<file path="src/rtl/pil_pkg.sv">
package pil_pkg;
    localparam int NSTG = 6;
    localparam int S_FI = 0;
    localparam int S_DI = 1;
    localparam int S_AC = 2;
    localparam int S_FO = 3;
    localparam int S_EX = 4;
    localparam int S_WR = 5;

    typedef enum logic [1:0] {
        PORT_NONE  = 2'd0,
        PORT_FETCH = 2'd1,
        PORT_OPND  = 2'd2,
        PORT_STORE = 2'd3
    } port_own_e;

    typedef enum logic {
        SLOT_IDLE = 1'b0,
        SLOT_PEND = 1'b1
    } slot_st_e;
endpackage

</file>
<file path="src/rtl/pil_wb_slot.sv">
module pil_wb_slot
    import pil_pkg::*;
#(
    parameter int REG_W = 5
) (
    input  logic             clk,
    input  logic             rst_n,
    input  logic             wo_leave,
    input  logic             wo_slow,
    input  logic [REG_W-1:0] wo_dst,
    input  logic             wb_done,
    output logic             busy,
    output logic [REG_W-1:0] tag
);
    slot_st_e         state_q, state_d;
    logic [REG_W-1:0] tag_q;
    logic             capture;

    // state register
    always_ff @(posedge clk) begin
        if (!rst_n) begin
            state_q <= SLOT_IDLE;
            tag_q   <= '0;
        end else begin
            state_q <= state_d;
            if (capture) tag_q <= wo_dst;
        end
    end

    // next state and outputs
    always_comb begin
        state_d = state_q;
        capture = 1'b0;
        busy    = 1'b0;
        unique case (state_q)
            SLOT_IDLE: begin
                if (wo_leave && wo_slow && (wo_dst != '0)) begin
                    capture = 1'b1;
                    state_d = SLOT_PEND;
                end
            end
            SLOT_PEND: begin
                busy = 1'b1;
                if (wb_done) state_d = SLOT_IDLE;
            end
            default: state_d = SLOT_IDLE;
        endcase
    end

    assign tag = tag_q;

    // a slow nonzero write leaving write-back while idle occupies the slot
    a_r7_capture: assert property (@(posedge clk) disable iff (!rst_n)
        (!busy && wo_leave && wo_slow && wo_dst != '0) |=> (busy && tag == $past(wo_dst)));

    // the slot keeps its tag until drained
    a_r7_keep: assert property (@(posedge clk) disable iff (!rst_n)
        (busy && !wb_done) |=> (busy && $stable(tag)));
endmodule

</file>
<file path="src/rtl/pil_dep_check.sv">
module pil_dep_check #(
    parameter int REG_W = 5,
    parameter int NSRC  = 2,
    parameter int NPROD = 3
) (
    input  logic                        fo_vld,
    input  logic [NSRC-1:0][REG_W-1:0]  src,
    input  logic [NPROD-1:0]            prod_vld,
    input  logic [NPROD-1:0][REG_W-1:0] prod_tag,
    input  logic                        wo_vld,
    input  logic [REG_W-1:0]            wo_dst,
    input  logic                        wo_slow,
    input  logic                        slot_busy,
    input  logic [REG_W-1:0]            slot_tag,
    output logic                        raw_hit,
    output logic                        waw_hit,
    output logic                        slot_full
);
    logic [NSRC-1:0][NPROD-1:0] match;

    for (genvar s = 0; s < NSRC; s++) begin : g_src
        for (genvar p = 0; p < NPROD; p++) begin : g_prod
            assign match[s][p] = fo_vld && (src[s] != '0) && prod_vld[p]
                                 && (prod_tag[p] == src[s]);
        end
    end

    assign raw_hit   = |match;
    assign waw_hit   = wo_vld && (wo_dst != '0) && slot_busy && (wo_dst == slot_tag);
    assign slot_full = wo_vld && wo_slow && (wo_dst != '0) && slot_busy;
endmodule

</file>
<file path="src/rtl/pil_port_arb.sv">
module pil_port_arb (
    input  logic st_req,
    input  logic st_block,
    input  logic op_req,
    input  logic op_block,
    output logic st_go,
    output logic op_conflict,
    output logic op_go,
    output logic port_taken
);
    assign st_go       = st_req && !st_block;
    assign op_conflict = op_req && st_go;
    assign op_go       = op_req && !op_block && !st_go;
    assign port_taken  = st_go || op_go;
endmodule

</file>
<file path="src/rtl/pil_hold_chain.sv">
module pil_hold_chain
    import pil_pkg::*;
(
    input  logic [NSTG-1:0] stall,
    input  logic [NSTG-1:0] kill,
    output logic [NSTG-1:0] hold,
    output logic [NSTG-1:0] bubble
);
    assign hold[NSTG-1] = stall[NSTG-1] && !kill[NSTG-1];

    for (genvar i = 0; i < NSTG - 1; i++) begin : g_up
        assign hold[i] = (stall[i] || hold[i+1]) && !kill[i];
    end

    assign bubble[0] = 1'b0;
    for (genvar i = 1; i < NSTG; i++) begin : g_bub
        assign bubble[i] = (hold[i-1] && !hold[i]) || (kill[i-1] && !kill[i]);
    end
endmodule

</file>
<file path="src/rtl/pipe_interlock.sv">
module pipe_interlock
    import pil_pkg::*;
#(
    parameter int REG_W = 5
) (
    input  logic             clk,
    input  logic             rst_n,
    input  logic             fo_vld,
    input  logic [REG_W-1:0] fo_src_a,
    input  logic [REG_W-1:0] fo_src_b,
    input  logic             fo_mem_rd,
    input  logic             ex_vld,
    input  logic [REG_W-1:0] ex_dst,
    input  logic             ex_br_taken,
    input  logic             wo_vld,
    input  logic [REG_W-1:0] wo_dst,
    input  logic             wo_mem_wr,
    input  logic             wo_slow,
    input  logic             wb_done,
    output logic [NSTG-1:0]  hold,
    output logic [NSTG-1:0]  bubble,
    output logic [NSTG-1:0]  flush,
    output logic [1:0]       mem_owner
);
    localparam int NPROD = 3;
    localparam logic [NSTG-1:0] KILL_MASK = NSTG'((1 << S_EX) - 1);

    logic             slot_busy;
    logic [REG_W-1:0] slot_tag;
    logic             raw_hit, waw_hit, slot_full;
    logic             wo_stall, flush_go, fetch_go;
    logic             st_go, op_conflict, op_go, port_taken;
    logic [NSTG-1:0]  stall_vec, kill_vec;
    logic [NPROD-1:0]            prod_vld;
    logic [NPROD-1:0][REG_W-1:0] prod_tag;
    port_own_e        owner;

    assign prod_vld = {slot_busy, wo_vld, ex_vld};
    assign prod_tag = {slot_tag, wo_dst, ex_dst};

    pil_dep_check #(.REG_W(REG_W), .NSRC(2), .NPROD(NPROD)) u_dep (
        .fo_vld    (fo_vld),
        .src       ({fo_src_b, fo_src_a}),
        .prod_vld  (prod_vld),
        .prod_tag  (prod_tag),
        .wo_vld    (wo_vld),
        .wo_dst    (wo_dst),
        .wo_slow   (wo_slow),
        .slot_busy (slot_busy),
        .slot_tag  (slot_tag),
        .raw_hit   (raw_hit),
        .waw_hit   (waw_hit),
        .slot_full (slot_full)
    );

    assign wo_stall = waw_hit || slot_full;
    assign flush_go = ex_vld && ex_br_taken && !wo_stall;

    pil_port_arb u_arb (
        .st_req      (wo_vld && wo_mem_wr),
        .st_block    (wo_stall),
        .op_req      (fo_vld && fo_mem_rd),
        .op_block    (raw_hit || wo_stall || flush_go),
        .st_go       (st_go),
        .op_conflict (op_conflict),
        .op_go       (op_go),
        .port_taken  (port_taken)
    );

    pil_wb_slot #(.REG_W(REG_W)) u_slot (
        .clk      (clk),
        .rst_n    (rst_n),
        .wo_leave (wo_vld && !wo_stall),
        .wo_slow  (wo_slow),
        .wo_dst   (wo_dst),
        .wb_done  (wb_done),
        .busy     (slot_busy),
        .tag      (slot_tag)
    );

    always_comb begin
        stall_vec       = '0;
        stall_vec[S_WR] = wo_stall;
        stall_vec[S_FO] = raw_hit || op_conflict;
        stall_vec[S_FI] = port_taken;
    end

    assign kill_vec = flush_go ? KILL_MASK : '0;

    pil_hold_chain u_chain (
        .stall  (stall_vec),
        .kill   (kill_vec),
        .hold   (hold),
        .bubble (bubble)
    );

    assign flush    = kill_vec;
    assign fetch_go = !hold[S_FI] && !flush_go;

    always_comb begin
        if (st_go)         owner = PORT_STORE;
        else if (op_go)    owner = PORT_OPND;
        else if (fetch_go) owner = PORT_FETCH;
        else               owner = PORT_NONE;
    end
    assign mem_owner = owner;

    // at most one requester reaches the memory port
    a_r4_one_owner: assert property (@(posedge clk) disable iff (!rst_n)
        $onehot0({st_go, op_go, fetch_go}));

    // a true dependency on the execute result stops operand read
    a_r2_raw_ex: assert property (@(posedge clk) disable iff (!rst_n)
        (fo_vld && fo_src_a != '0 && ex_vld && ex_dst == fo_src_a)
        |-> (hold[S_FO] || flush[S_FO]));

    // a second write to the pending register waits in write-back
    a_r8_waw_hold: assert property (@(posedge clk) disable iff (!rst_n)
        (wo_vld && wo_dst != '0 && slot_busy && wo_dst == slot_tag) |-> (hold == '1));

    // a flush clears the holds of the squashed stages
    a_r11_flush_wins: assert property (@(posedge clk) disable iff (!rst_n)
        flush[S_FO] |-> (hold[S_FO:S_FI] == '0 && bubble[S_EX]));

    // no squash while the branch itself is held
    a_r12_no_flush_held: assert property (@(posedge clk) disable iff (!rst_n)
        hold[S_EX] |-> (flush == '0));
endmodule

</file>
<file path="config.mk">
export PLATFORM = sky130hd
export DESIGN_NAME = pipe_interlock
export DESIGN_NICKNAME = d
export VERILOG_FILES = /design/src/rtl/pil_pkg.sv /design/src/rtl/pil_wb_slot.sv /design/src/rtl/pil_dep_check.sv /design/src/rtl/pil_port_arb.sv /design/src/rtl/pil_hold_chain.sv /design/src/rtl/pipe_interlock.sv
export SDC_FILE = /design/constraint.sdc
export NUM_CORES = 1
export LEC_CHECK = 0
export BUFFER_PORTS_ARGS = -buffer_cell sky130_fd_sc_hd__buf_4
export CAP_MARGIN = 40
export CORE_MARGIN = 2
export CORE_UTILIZATION = 40
export DETAILED_ROUTE_END_ITERATION = 10
export PLACE_DENSITY = 0.71
export SYNTH_ARGS = -nofsm -noshare
export SYNTH_HDL_FRONTEND = slang
export SYNTH_SLANG_ARGS = --single-unit
</file>
<file path="constraint.sdc">
create_clock -name clk -period 5.32 [get_ports clk]
set_input_delay 0.532 -clock clk [delete_from_list [all_inputs] [get_ports clk]]
set_output_delay 0.532 -clock clk [all_outputs]
set_load 0.02 [all_outputs]
</file>
==> flow_metrics.py <==
metrics = {
    "run_status": {
        "status": "finished, final reports clean",
    },
    "clocking": {
        "cts_resized": 0,
        "cts_buffers": 3,
        "clk_pin_slew_ns": 0.04,
        "cts_tree": "done",
        "cts.sinks": 6,
        "cts-root-buf": "clkbuf_4",
        "post_cts_buffers": 0,
        "post_cts_hold_buffer_count": 0,
        "insertion_delay_ns": 0.25,
        "cts_buffer_depth": 2,
        "htree_levels": 1,
    },
    "pwr": {
        "cellLeakagePower_nw": 0.5407,
        "peakVddDrop_mv": 0.09717,
        "power_density_nw_per_um2": 154.9,
    },
    "grt": {
        "gr-total-overflow": 0,
        "grt_usage_pct": 17.22,
        "antenna_found_initial": 0,
        "grt_first_pass_wirelength_um": 3622,
        "grt_max_degree": 11,
        "grt_pass1_vias": 845,
    },
    "sta": {
        "rsz0062_at_grt": "no",
        "setup_tns_ns": 0,
        "fin_crit_ns": 2.605,
        "drv_slew": 0,
        "period_share_pct": 48.96,
        "fmaxAchievable_mhz": 383.9,
        "finalSetupViolations": 0,
        "fin_skew_ns": 0.005244,
        "postLayoutSetupSlackWorst_ns": 2.715,
        "hold_violations": 0,
    },
    "route": {
        "drt_iter0_drc": 14,
        "wl_per_cell_um": 12.15,
        "vias": 917,
        "firstDrtPassIters": 4,
        "ant_nets": 0,
        "viasPerCell": 4.984,
        "wirelength_um": 2235,
        "drc": 0,
    },
    "finish": {
        "multi_input_area_um2": 693.2,
        "n_antenna_cell": 0,
        "drive_above_1_share_pct": 32.69,
        "area_growth_pct": 28.40,
        "final_common_cell": "buf_4",
        "regArea_um2": 120.1,
        "fill_cells": 224,
        "nets": 188,
        "layout_common_cells": "buf_4 (43), xor2_1 (28), nand2_1 (13)",
    },
    "synth": {
        "ys_seq_area_share_pct": 12.92,
        "synthTopCellsByArea": "xor2_1 (26%), dfxtp_1 (13%), buf_4 (11%), xnor2_1 (7.5%), nand2_1 (5.2%)",
        "ys_ff_latch": 6,
        "avgSynthCellArea_um2": 7.497,
        "synth.distinct_cells": 30,
        "syn_inst": 124,
        "syn-cell-area_um2": 929.6,
        "synth_top_area_cell": "xor2_1",
        "ys_warn_count": 0,
        "synth_top_area_share_pct": 26.38,
    },
    "worst_setup_path": {
        "worstSetupPathType": "input pin to primary output",
        "worstSetupEndpointType": "primary output",
        "crit_fanout": 5,
        "start_kind": "input pin",
        "worstPathArrival_ns": 2.07,
        "worstPathRequired_ns": 4.79,
    },
    "die": {
        "dieWidth_um": 52.21,
        "boundaryPins": 50,
        "die-area_um2": 2726,
        "rows": 17,
        "coreArea_um2": 2212,
        "start_util_pct": 42.02,
        "die_y_um": 52.21,
    },
    "place": {
        "hpwl_um": 1958,
        "globalplace.congestion": 0.7717,
        "io_buffer_count": 43,
        "dp_slack_ns": 2.706,
    },
    "flow_run": {
        "drv_cap": 0,
    },
    "hold_path": {
        "hp-class": "flop to flop",
    },
}
per-stage QoR:
| stage | instance area, um2 | hold slack, ns | total power [W] | util, % | instances |
|---|---|---|---|---|---|
| 4_1_cts | 1194 | 0.5362 | 0.0001890 | 53.96 | 184 |
| 2_1_floorplan | 948.4 | 0.4949 | 0.0001116 | - | 129 |
| 6_report | 1194 | 0.5303 | 0.0001849 | 53.96 | 184 |
| 3_5_place_dp | 1171 | 0.5304 | 0.0001444 | 52.94 | 181 |
| 5_1_grt | 1194 | 0.5558 | 0.0002005 | 53.96 | 184 |
| 3_3_place_gp | 1171 | 0.5248 | 0.0001427 | 52.94 | 181 |
synth_stat cells:
library cell	count
conb_1	1
nor2b_1	4
nor2_1	4
or4_1	2
a21oi_1	2
and3_1	2
clkbuf_1	1
buf_4	14
or2_2	1
nand2_1	13
o31ai_1	2
xnor2_1	8
nor4_1	5
nand2b_1	1
a21boi_0	3
dfxtp_1	6
nor2_2	1
buf_6	1
nand3_1	8
nor3_1	3
a31oi_2	1
o21ai_0	2
a31oi_1	1
nor4_2	1
o22ai_1	1
xor2_1	28
buf_2	3
o22a_2	1
a22oi_1	3
nand4_1	1
kinds of logic (layout without fill, tap and decap cells):
| logic type | after synthesis | in the layout | share of synthesized area, % |
|---|---|---|---|
| buffers and inverters | 19 | 46 | 14.53 |
| XOR/XNOR | 36 | 36 | 33.92 |
| other | 1 | 6 | 0.4034 |
| AND/OR/NAND/NOR | 46 | 46 | 25.84 |
| flip-flops | 6 | 6 | 12.92 |
| AO/OA/AOI/OAI | 16 | 16 | 12.38 |
worst max-delay path, stage by stage:
cell and delay (ns):
buf_4 0.14, xor2_1 0.16, nor4_2 0.30, nand3_1 0.10, and3_1 0.18, o22a_2 0.24
a21oi_1 0.22, buf_4 0.19
path summary, 6_finish.rpt:
| kind | startpoint | endpoint | slack, ns | depth (start not counted) |
|---|---|---|---|---|
| setup / recovery | wo_dst[4] | hold[3] | 2.72 | 8 |
| hold / removal | u_slot.tag[2] | u_slot.tag[2] | 0.53 | 2 |
| setup reg to reg | u_slot.state_q | u_slot.tag[1] | 4.05 | 4 |
| hold reg to reg | u_slot.tag[2] | u_slot.tag[2] | 0.53 | 2 |
layout make-up:
cell class / count / area share (%)
Clock buffer: 3 / 1.887
Multi-Input combinational cell: 104 / 58.07
Sequential cell: 6 / 10.06
Tap cell: 28 / 2.935
Timing Repair Buffer: 43 / 27.04
power breakdown:
| group | internal (W) | switching [W] |
|---|---|---|
| logic | 0.0000436 | 0.0000489 |
| registers | 0.0000474 | 0.00000341 |
| clock network | 0.0000255 | 0.0000161 |
| total | 0.000117 | 0.0000684 |
routing by layer:
metal	GRT usage [%]	up-vias	routed length [um]
met5	0	-	0
met4	6.410	0	34
met3	1.429	3	135
met2	32.70	28	1123
met1	19.72	418	941
li1	-	468	-
registers in the layout, summed over array words and instances (netlist names):
name	cells
u_slot.tag	5
u_slot.state_q	1
Note: power is estimated with default switching activity, not from simulation.
